<file path="src/rtl/lsd_pkg.sv">
package lsd_pkg;
  localparam int unsigned DEF_CH      = 16;
  localparam int unsigned DEF_FRAME_W = 24;
  localparam int unsigned DEF_BLANK   = 16;
  localparam int unsigned DEF_SYNC    = 2;

  // one-clock event flags decoded from the resynchronised serial pins
  typedef struct packed {
    logic clk_rise;
    logic clk_fall;
    logic sel_fall;
    logic sel_rise;
  } spi_evt_t;
endpackage

</file>
<file path="src/rtl/lsd_sync.sv">
module lsd_sync #(
  parameter int unsigned W      = 1,
  parameter int unsigned STAGES = 2,
  parameter logic [W-1:0] INIT  = '0
) (
  input  logic         clk,
  input  logic         rst,
  input  logic [W-1:0] d,
  output logic [W-1:0] q
);
  logic [W-1:0] pipe [STAGES];

  always_ff @(posedge clk) begin
    if (rst) begin
      for (int s = 0; s < STAGES; s++) pipe[s] <= INIT;
    end else begin
      pipe[0] <= d;
      for (int s = 1; s < STAGES; s++) pipe[s] <= pipe[s-1];
    end
  end

  assign q = pipe[STAGES-1];
endmodule

</file>
<file path="src/rtl/lsd_shifter.sv">
module lsd_shifter
  import lsd_pkg::*;
#(
  parameter int unsigned FRAME_W = DEF_FRAME_W
) (
  input  logic               clk,
  input  logic               rst,
  input  logic               sclk_s,
  input  logic               cs_s,
  input  logic               mosi_s,
  input  logic [FRAME_W-1:0] status,
  output logic               miso_d,
  output logic               miso_oe,
  output logic               latch_stb,
  output logic [FRAME_W-1:0] latch_word
);
  localparam int unsigned CNT_W = $clog2(FRAME_W);
  localparam logic [CNT_W-1:0] LAST = CNT_W'(FRAME_W - 1);

  logic               sclk_q, cs_q;
  spi_evt_t           evt;
  logic [FRAME_W-1:0] shreg;
  logic [CNT_W-1:0]   bit_cnt;
  logic               word_seen;
  logic               miso_q;

  always_comb begin
    evt.clk_rise = sclk_s & ~sclk_q;
    evt.clk_fall = ~sclk_s & sclk_q;
    evt.sel_fall = ~cs_s & cs_q;
    evt.sel_rise = cs_s & ~cs_q;
  end

  always_ff @(posedge clk) begin
    if (rst) begin
      sclk_q    <= 1'b0;
      cs_q      <= 1'b1;
      shreg     <= '0;
      bit_cnt   <= '0;
      word_seen <= 1'b0;
      miso_q    <= 1'b0;
      miso_oe   <= 1'b0;
    end else begin
      sclk_q  <= sclk_s;
      cs_q    <= cs_s;
      miso_oe <= ~cs_s;
      if (evt.sel_fall) begin
        shreg     <= status;
        miso_q    <= status[FRAME_W-1];
        bit_cnt   <= '0;
        word_seen <= 1'b0;
      end else if (!cs_s && evt.clk_rise) begin
        shreg <= {shreg[FRAME_W-2:0], mosi_s};
        if (bit_cnt == LAST) begin
          bit_cnt   <= '0;
          word_seen <= 1'b1;
        end else begin
          bit_cnt <= bit_cnt + 1'b1;
        end
      end else if (!cs_s && evt.clk_fall) begin
        miso_q <= shreg[FRAME_W-1];
      end
    end
  end

  // a strobe marks a frame of whole words only
  always_ff @(posedge clk) begin
    if (rst) begin
      latch_stb  <= 1'b0;
      latch_word <= '0;
    end else begin
      latch_stb  <= evt.sel_rise & word_seen & (bit_cnt == '0);
      latch_word <= shreg;
    end
  end

  assign miso_d = miso_q;
endmodule

</file>
<file path="src/rtl/lsd_cmd_regs.sv">
module lsd_cmd_regs
  import lsd_pkg::*;
#(
  parameter int unsigned CH      = DEF_CH,
  parameter int unsigned FRAME_W = DEF_FRAME_W
) (
  input  logic               clk,
  input  logic               rst,
  input  logic               sleep,
  input  logic               latch_stb,
  input  logic [FRAME_W-1:0] latch_word,
  output logic [CH-1:0]      out_en,
  output logic               pd_en,
  output logic [CH-1:0]      chg_mask
);
  localparam int unsigned PD_BIT = CH;

  // channels whose enable flips on this strobe, aligned with the update
  assign chg_mask = latch_stb ? (latch_word[CH-1:0] ^ out_en) : '0;

  always_ff @(posedge clk) begin
    if (rst) begin
      out_en <= '0;
      pd_en  <= 1'b0;
    end else begin
      if (latch_stb) out_en <= latch_word[CH-1:0];
      if (sleep)          pd_en <= 1'b0;
      else if (latch_stb) pd_en <= latch_word[PD_BIT];
    end
  end
endmodule

</file>
<file path="src/rtl/lsd_fault_filter.sv">
module lsd_fault_filter
  import lsd_pkg::*;
#(
  parameter int unsigned CH        = DEF_CH,
  parameter int unsigned BLANK_CYC = DEF_BLANK
) (
  input  logic          clk,
  input  logic          rst,
  input  logic [CH-1:0] raw_s,
  input  logic [CH-1:0] out_en,
  input  logic          pd_en,
  input  logic [CH-1:0] chg_mask,
  output logic [CH-1:0] fault_flags
);
  localparam int unsigned CW = $clog2(BLANK_CYC + 1);
  localparam logic [CW-1:0] LOAD = CW'(BLANK_CYC);

  for (genvar i = 0; i < CH; i++) begin : g_ch
    logic [CW-1:0] blank_cnt;

    always_ff @(posedge clk) begin
      if (rst) begin
        blank_cnt      <= '0;
        fault_flags[i] <= 1'b0;
      end else begin
        if (chg_mask[i])          blank_cnt <= LOAD;
        else if (blank_cnt != '0) blank_cnt <= blank_cnt - 1'b1;
        fault_flags[i] <= raw_s[i] & ~out_en[i] & pd_en & (blank_cnt == '0);
      end
    end
  end
endmodule

</file>
<file path="src/rtl/lsd_spi_ctrl.sv">
module lsd_spi_ctrl
  import lsd_pkg::*;
#(
  parameter int unsigned CH          = DEF_CH,
  parameter int unsigned FRAME_W     = DEF_FRAME_W,
  parameter int unsigned BLANK_CYC   = DEF_BLANK,
  parameter int unsigned SYNC_STAGES = DEF_SYNC
) (
  input  logic          clk,
  input  logic          rst,
  input  logic          sleep,
  input  logic          cs_n,
  input  logic          sclk,
  input  logic          mosi,
  output logic          miso_d,
  output logic          miso_oe,
  input  logic [CH-1:0] raw_open,
  output logic [CH-1:0] out_en,
  output logic          pd_en,
  output logic [CH-1:0] fault_flags
);
  localparam int unsigned PAD_W = FRAME_W - CH;

  logic [2:0]         pins_s;
  logic [CH-1:0]      raw_s;
  logic               latch_stb;
  logic [FRAME_W-1:0] latch_word;
  logic [CH-1:0]      chg_mask;
  logic [FRAME_W-1:0] status;

  assign status = {{PAD_W{1'b0}}, fault_flags};

  lsd_sync #(.W(3), .STAGES(SYNC_STAGES), .INIT(3'b100)) pin_sync_i (
    .clk(clk), .rst(rst), .d({cs_n, sclk, mosi}), .q(pins_s)
  );

  lsd_sync #(.W(CH), .STAGES(SYNC_STAGES), .INIT('0)) raw_sync_i (
    .clk(clk), .rst(rst), .d(raw_open), .q(raw_s)
  );

  lsd_shifter #(.FRAME_W(FRAME_W)) shifter_i (
    .clk(clk), .rst(rst),
    .sclk_s(pins_s[1]), .cs_s(pins_s[2]), .mosi_s(pins_s[0]),
    .status(status), .miso_d(miso_d), .miso_oe(miso_oe),
    .latch_stb(latch_stb), .latch_word(latch_word)
  );

  lsd_cmd_regs #(.CH(CH), .FRAME_W(FRAME_W)) cmd_i (
    .clk(clk), .rst(rst), .sleep(sleep),
    .latch_stb(latch_stb), .latch_word(latch_word),
    .out_en(out_en), .pd_en(pd_en), .chg_mask(chg_mask)
  );

  lsd_fault_filter #(.CH(CH), .BLANK_CYC(BLANK_CYC)) filter_i (
    .clk(clk), .rst(rst), .raw_s(raw_s), .out_en(out_en), .pd_en(pd_en),
    .chg_mask(chg_mask), .fault_flags(fault_flags)
  );
endmodule

</file>
<file path="config.mk">
export PLATFORM = sky130hd
export DESIGN_NAME = lsd_spi_ctrl
export DESIGN_NICKNAME = d
export VERILOG_FILES = /design/src/rtl/lsd_pkg.sv /design/src/rtl/lsd_sync.sv /design/src/rtl/lsd_shifter.sv /design/src/rtl/lsd_cmd_regs.sv /design/src/rtl/lsd_fault_filter.sv /design/src/rtl/lsd_spi_ctrl.sv
export SDC_FILE = /design/constraint.sdc
export NUM_CORES = 1
export LEC_CHECK = 0
export BUFFER_PORTS_ARGS = -buffer_cell sky130_fd_sc_hd__buf_2
export CORE_ASPECT_RATIO = 0.7
export CORE_UTILIZATION = 45
export DETAILED_ROUTE_END_ITERATION = 6
export GPL_ROUTABILITY_DRIVEN = 0
export SLEW_MARGIN = 10
export SYNTH_ARGS = -nofsm -noshare
export SYNTH_HDL_FRONTEND = slang
export SYNTH_SLANG_ARGS = --single-unit
</file>
<file path="constraint.sdc">
create_clock -name clk -period 2.3 [get_ports clk]
set_input_delay 0.46 -clock clk [delete_from_list [all_inputs] [get_ports clk]]
set_output_delay 0.46 -clock clk [all_outputs]
set_load 0.05 [all_outputs]
</file>
Word level (Yosys, flattened, before mapping)
Memory sizes are Yosys's and may differ from the RTL's.
Index checks and enable logic that the tools add are counted.
- memory bits (writable): 38
- memories: 2
- bits in registers: 165
- output and inout bits: 35
- logic and storage cells: 276
- bits of input ports: 22
- reductions and logical operators: 73
- equality and inequality tests: 1
- $add $sub $neg: 17
- muxes and demuxes: 43
- bitwise logic cells: 80
- memory list (memory ; words ; width ; read ports ; clocked after Yosys merged registers in ; wr ports ; line ; RTL):
    raw_sync_i.pipe ; 2 ; 16 ; 2 ; 0 ; 2 ; lsd_sync.sv:11 ; logic [W-1:0] pipe [STAGES];
    pin_sync_i.pipe ; 2 ; 3 ; 2 ; 0 ; 2 ; lsd_sync.sv:11 ;
- operators by type and width (cell ; number):
    5-bit two-way mux ; 33
    5-bit zero test ; 17
    16-bit two-way mux ; 5
    5-bit nonzero test ; 16
    5-bit by 1-bit subtractor with 5-bit output (second input constant) ; 16
    1-bit AND ; 54
    2-bit OR reduction ; 18
    2-bit nonzero test ; 17
    1-bit NOT ; 21
    16-bit XOR ; 1
    3-bit two-way mux ; 2
    5-bit by 1-bit adder with 5-bit output (second input constant) ; 1
    5-bit == test (second input constant) ; 1
    1-bit OR ; 4
    2-bit AND reduction ; 2
    1-bit two-way mux ; 3
    1-bit logical AND ; 2
    1-bit zero test ; 1

Longest topological paths before layout
- depth after elaboration: 5
- mapped depth: 6
- mapped depth without buffers: 5

Modules after synthesis
From an unflattened synthesis, not the netlist that was laid out.
- cells, all modules: 838
- area total of the unflattened synthesis: 8359.3 um^2
- by module, submodules not included (module ; cells an instance ; instances ; sequential area each (um^2) ; area an instance (um^2)):
    lsd_fault_filter ; 437 ; 1 ; 1921.8 ; 4095.2
    lsd_shifter ; 213 ; 1 ; 1181.1 ; 2223.4
    lsd_sync (raw_sync_i) ; 83 ; 1 ; 640.6 ; 983.4
    lsd_cmd_regs ; 89 ; 1 ; 340.3 ; 873.3
    lsd_sync (pin_sync_i) ; 15 ; 1 ; 120.1 ; 180.2
    lsd_spi_ctrl ; 1 ; 1 ; 0.0 ; 3.8

Least setup slack after synthesis
OpenSTA, ideal clock, no wires.
- kind: register -> register
- from: register filter_i.g_ch[9].blank_cnt[0]
- to: register filter_i.g_ch[9].blank_cnt[1]
- cell stages (with the launch flop): 6
- data arrival time: 1.450 ns
- required time: 2.186 ns
- period minus slack after synthesis: 1.564 ns
- path slack: 0.736 ns
- library setup time: 0.114 ns
- path buffers: 1
- path through: dfxtp_1 inv_1 ha_1 or4b_1 clkbuf_1 a2111oi_0
- word-level cells in the longest chain between the ends: 1
- elaborated cells between the ends (all ways): 2
- those cells by class: add/sub (1); reduce/logical (1)
- ends and longest elaborated chain (item ; line ; RTL):
    from (decl) ; lsd_fault_filter.sv:19 ; logic [CW-1:0] blank_cnt;
    from (signal assigned) ; lsd_fault_filter.sv:27 ; else if (blank_cnt != '0) blank_cnt <= blank_cnt - 1'b1;
    5-bit by 1-bit subtractor with 5-bit output / 5-bit nonzero test (equally long branches) ; lsd_fault_filter.sv:27 ;
Parallel ways exist; a longest one is shown, timed or not.
A chain may end at the register's enable or synchronous reset.

Worst setup path after layout
- from: register filter_i.g_ch[1].blank_cnt[0]
- to: register filter_i.g_ch[1].blank_cnt[1]
- word-level cells in the longest chain between the ends: 1
- elaborated cells between the ends (all ways): 2
- those cells by class: add/sub (1); reduce/logical (1)
- ends and longest elaborated chain (item ; line):
    from (decl) ; lsd_fault_filter.sv:19
    from (signal assigned) ; lsd_fault_filter.sv:27
    5-bit by 1-bit subtractor with 5-bit output / 5-bit nonzero test (equally long branches) ; lsd_fault_filter.sv:27
Parallel ways exist; a longest one is shown, timed or not.

==> reports/results.tsv <==
metric	value	unit
outcome	completed	
multiInputGateArea	3420	um^2
drtIter0Drc	268	
die_h	112	um
cap_violations	0	
ys_types	34	
ios	57	
routed_wl	15.4	mm
ys_seq_elements	203	
synth.net_count	863	
setup_slack	0.508	ns
via_count	5514	
fin_area	8970	um^2
tightestPinTransition	0.697	ns
clk_latency	0.48	ns
core	16600	um^2
hold_violations	0	
start_kind	flop	
period_needed	1.79	ns
ys_warn_count	0	
cts_repair_resize_count	0	
viasPerCell	5.03	
criticalPathCategory	reg -> reg	
cts-root-buf	clkbuf_16	
io_buffers	56	
post_dp_cell_area	8280	um^2
grt_pass1_vias	5388	
syn_avg_cell_area	9.50	um^2
end_kind	flop	
overflow	0	
start_util	47.0	%
ant_nets	0	
diodes	0	
place_ws	0.522	ns
cp.required	2.64	ns
cts_setup_buffers	0	
drive_gt1_share	11.9	%
drv_slew	0	
post-dp-hpwl	10.3	mm
antenna_found_initial	0	
route.detailed.drc	0	
clock-sinks	203	
synth_edf_count	0	
seq_area_frac_synth	52.0	%
ys_async_sr_fraction	0	%
syn_inst	823	
htree_levels	1	
arrival	2.14	ns
p_per_area	1170	nW/um^2
grt_use_total	17.7	%
synth_flop_cell	dfxtp_1	
hp-class	in -> reg	
peakVddDrop	0.420	mV
crit_fanout	6	
grt_pass1_wl	26.3	mm
die_area	17900	um^2
die_w	160	um
power_leakage	0.00381	uW
whs	0.128	ns
setup_viol	0	
final.setup.tns	0	ns
dr.pass1.iters	4	
numCtsBuffers	20	
fin_skew	0.00667	ns
cts.path.max_buffers	3	
cts-hold-fix-buffers	0	
routedWlPerCell	14.1	um
n_fill_cell	1540	
grt_max_degree	58	
rows	39	
syn_to_final_growth	14.7	%
fmax	558	MHz
ff_latch_area	4070	um^2
power	10500	uW
rsz0062_at_grt	false	
syn_area	7820	um^2
clk_pin_slew	0.06	ns
nNetsFinal	898	
maxSlewHeadroom	53.6	%
fin_crit_sh	77.9	%
cts_tree	yes	
[power breakdown]
group / leakage (uW) / switching [uW] / total (uW) / internal (uW)
sequential: 0.00166 / 493 / 4600 / 4110
combinational: 0.00181 / 1320 / 2600 / 1280
clock: 0.000339 / 1310 / 3320 / 2010
total: 0.00381 / 3130 / 10500 / 7400
[placed cells by master, fill, tap and decap left out, types with 2 or more instances in the layout]
master     Yosys  layout
xor2_1        48      48
buf_4          0       9
nor2_1        62      62
and3_1        33      33
and2_1        16      16
clkbuf_8       0       7
nand2b_1      18      18
buf_12         0       2
nand3b_1      15      15
or2_2          2       2
nand2_1       37      37
xnor2_1       16      16
clkbuf_16      0      21
a21oi_1       51      51
nor2b_1       56      56
dfxtp_1      203     202
nor4bb_1       5       5
or4b_1        16      16
or3_1          2       2
a2111oi_0     16      16
nor3_1        58      58
inv_1         37      37
o21ai_0       18      18
ha_1          18      18
clkinv_2       0       3
clkbuf_1      48       3
buf_2          2      55
mux2i_1       18      18
o2bb2ai_1      4       4
nor4_1        13      13
[registers in the layout, indices dropped and copies added, names as in the netlist]
register and count:
shifter_i.miso_d 1, filter_i.g_ch.blank_cnt 80, shifter_i.miso_oe 1, filter_i.fault_flags 16, shifter_i.bit_cnt 5, shifter_i.latch_word 17
pin_sync_i.pipe 6, cmd_i.out_en 16, shifter_i.shreg 24, shifter_i.cs_q 1, shifter_i.sclk_q 1, shifter_i.word_seen 1
cmd_i.pd_en 1, shifter_i.latch_stb 1, raw_sync_i.pipe 32
[logic make-up after synthesis]
family / synth area share, %
buf+inv: 4.35
xor+xnor: 7.17
simple gates: 24.6
fa+ha+maj: 2.88
flops: 52.0
compound gates: 6.75
mux: 2.30
[worst max-delay path, cell delays in order (launching register included)]
cell	delay, ns
dfxtp_1	0.33
inv_1	0.06
ha_1	0.19
or4b_1	0.59
a2111oi_0	0.48
[Yosys cell counts, types with 2 or more instances]
cell type  count  area share [%]
and3_1        33             2.6
clkbuf_1      48             2.3
or4b_1        16             2.0
nor2_1        62             3.0
dfxtp_1      203              52
xnor2_1       16             1.8
nor4bb_1       5            0.64
nor2b_1       56             4.5
mux2i_1       18             2.3
nor4_1        13             1.0
inv_1         37             1.8
o2bb2ai_1      4            0.45
or2_2          2            0.16
nand2b_1      18             1.4
o21ai_0       18             1.2
ha_1          18             2.9
nand3b_1      15             1.4
a2111oi_0     16             1.8
or3_1          2            0.16
nand2_1       37             1.8
a21oi_1       51             3.3
buf_2          2            0.13
and2_1        16             1.3
xor2_1        48             5.4
nor3_1        58             3.7
buf_1          3            0.14
[worst paths after layout]
check,from,endpoint,slack [ns],cells past startpoint
setup / recovery,filter_i.g_ch[1].blank_cnt[0],filter_i.g_ch[1].blank_cnt[1],0.51,4
hold / removal,sleep,cmd_i.pd_en,0.13,2
setup reg to reg,filter_i.g_ch[1].blank_cnt[0],filter_i.g_ch[1].blank_cnt[1],0.51,4
hold reg to reg,pin_sync_i.pipe[0][2],pin_sync_i.pipe[0][5],0.41,1
[routing by layer]
layer	up-vias	wire (um)	track usage, %
li1	2840	-	-
met1	2556	7800	24.6
met2	98	6770	28.1
met3	20	625	3.18
met4	0	229	5.13
met5	-	0	0
[metrics by stage]
| stage | std cells | util, % |
|---|---|---|
| 6_report | 1097 | 53.9 |
| 5_1_grt | 1097 | 53.9 |
| 4_1_cts | 1097 | 53.9 |
| 3_5_place_dp | 1061 | 49.8 |
| 3_3_place_gp | 1061 | 49.8 |
| 2_1_floorplan | 823 | - |
[layout make-up]
class	instances	area share [%]
inverter	37	1.55
timing repair buffer	66	4.27
multi-input combinational	530	38.1
clock buffer	31	7.06
sequential	203	45.3
clock inverter	5	0.586
tap	225	3.14
No activity file was read; power rests on OpenSTA's default activity.
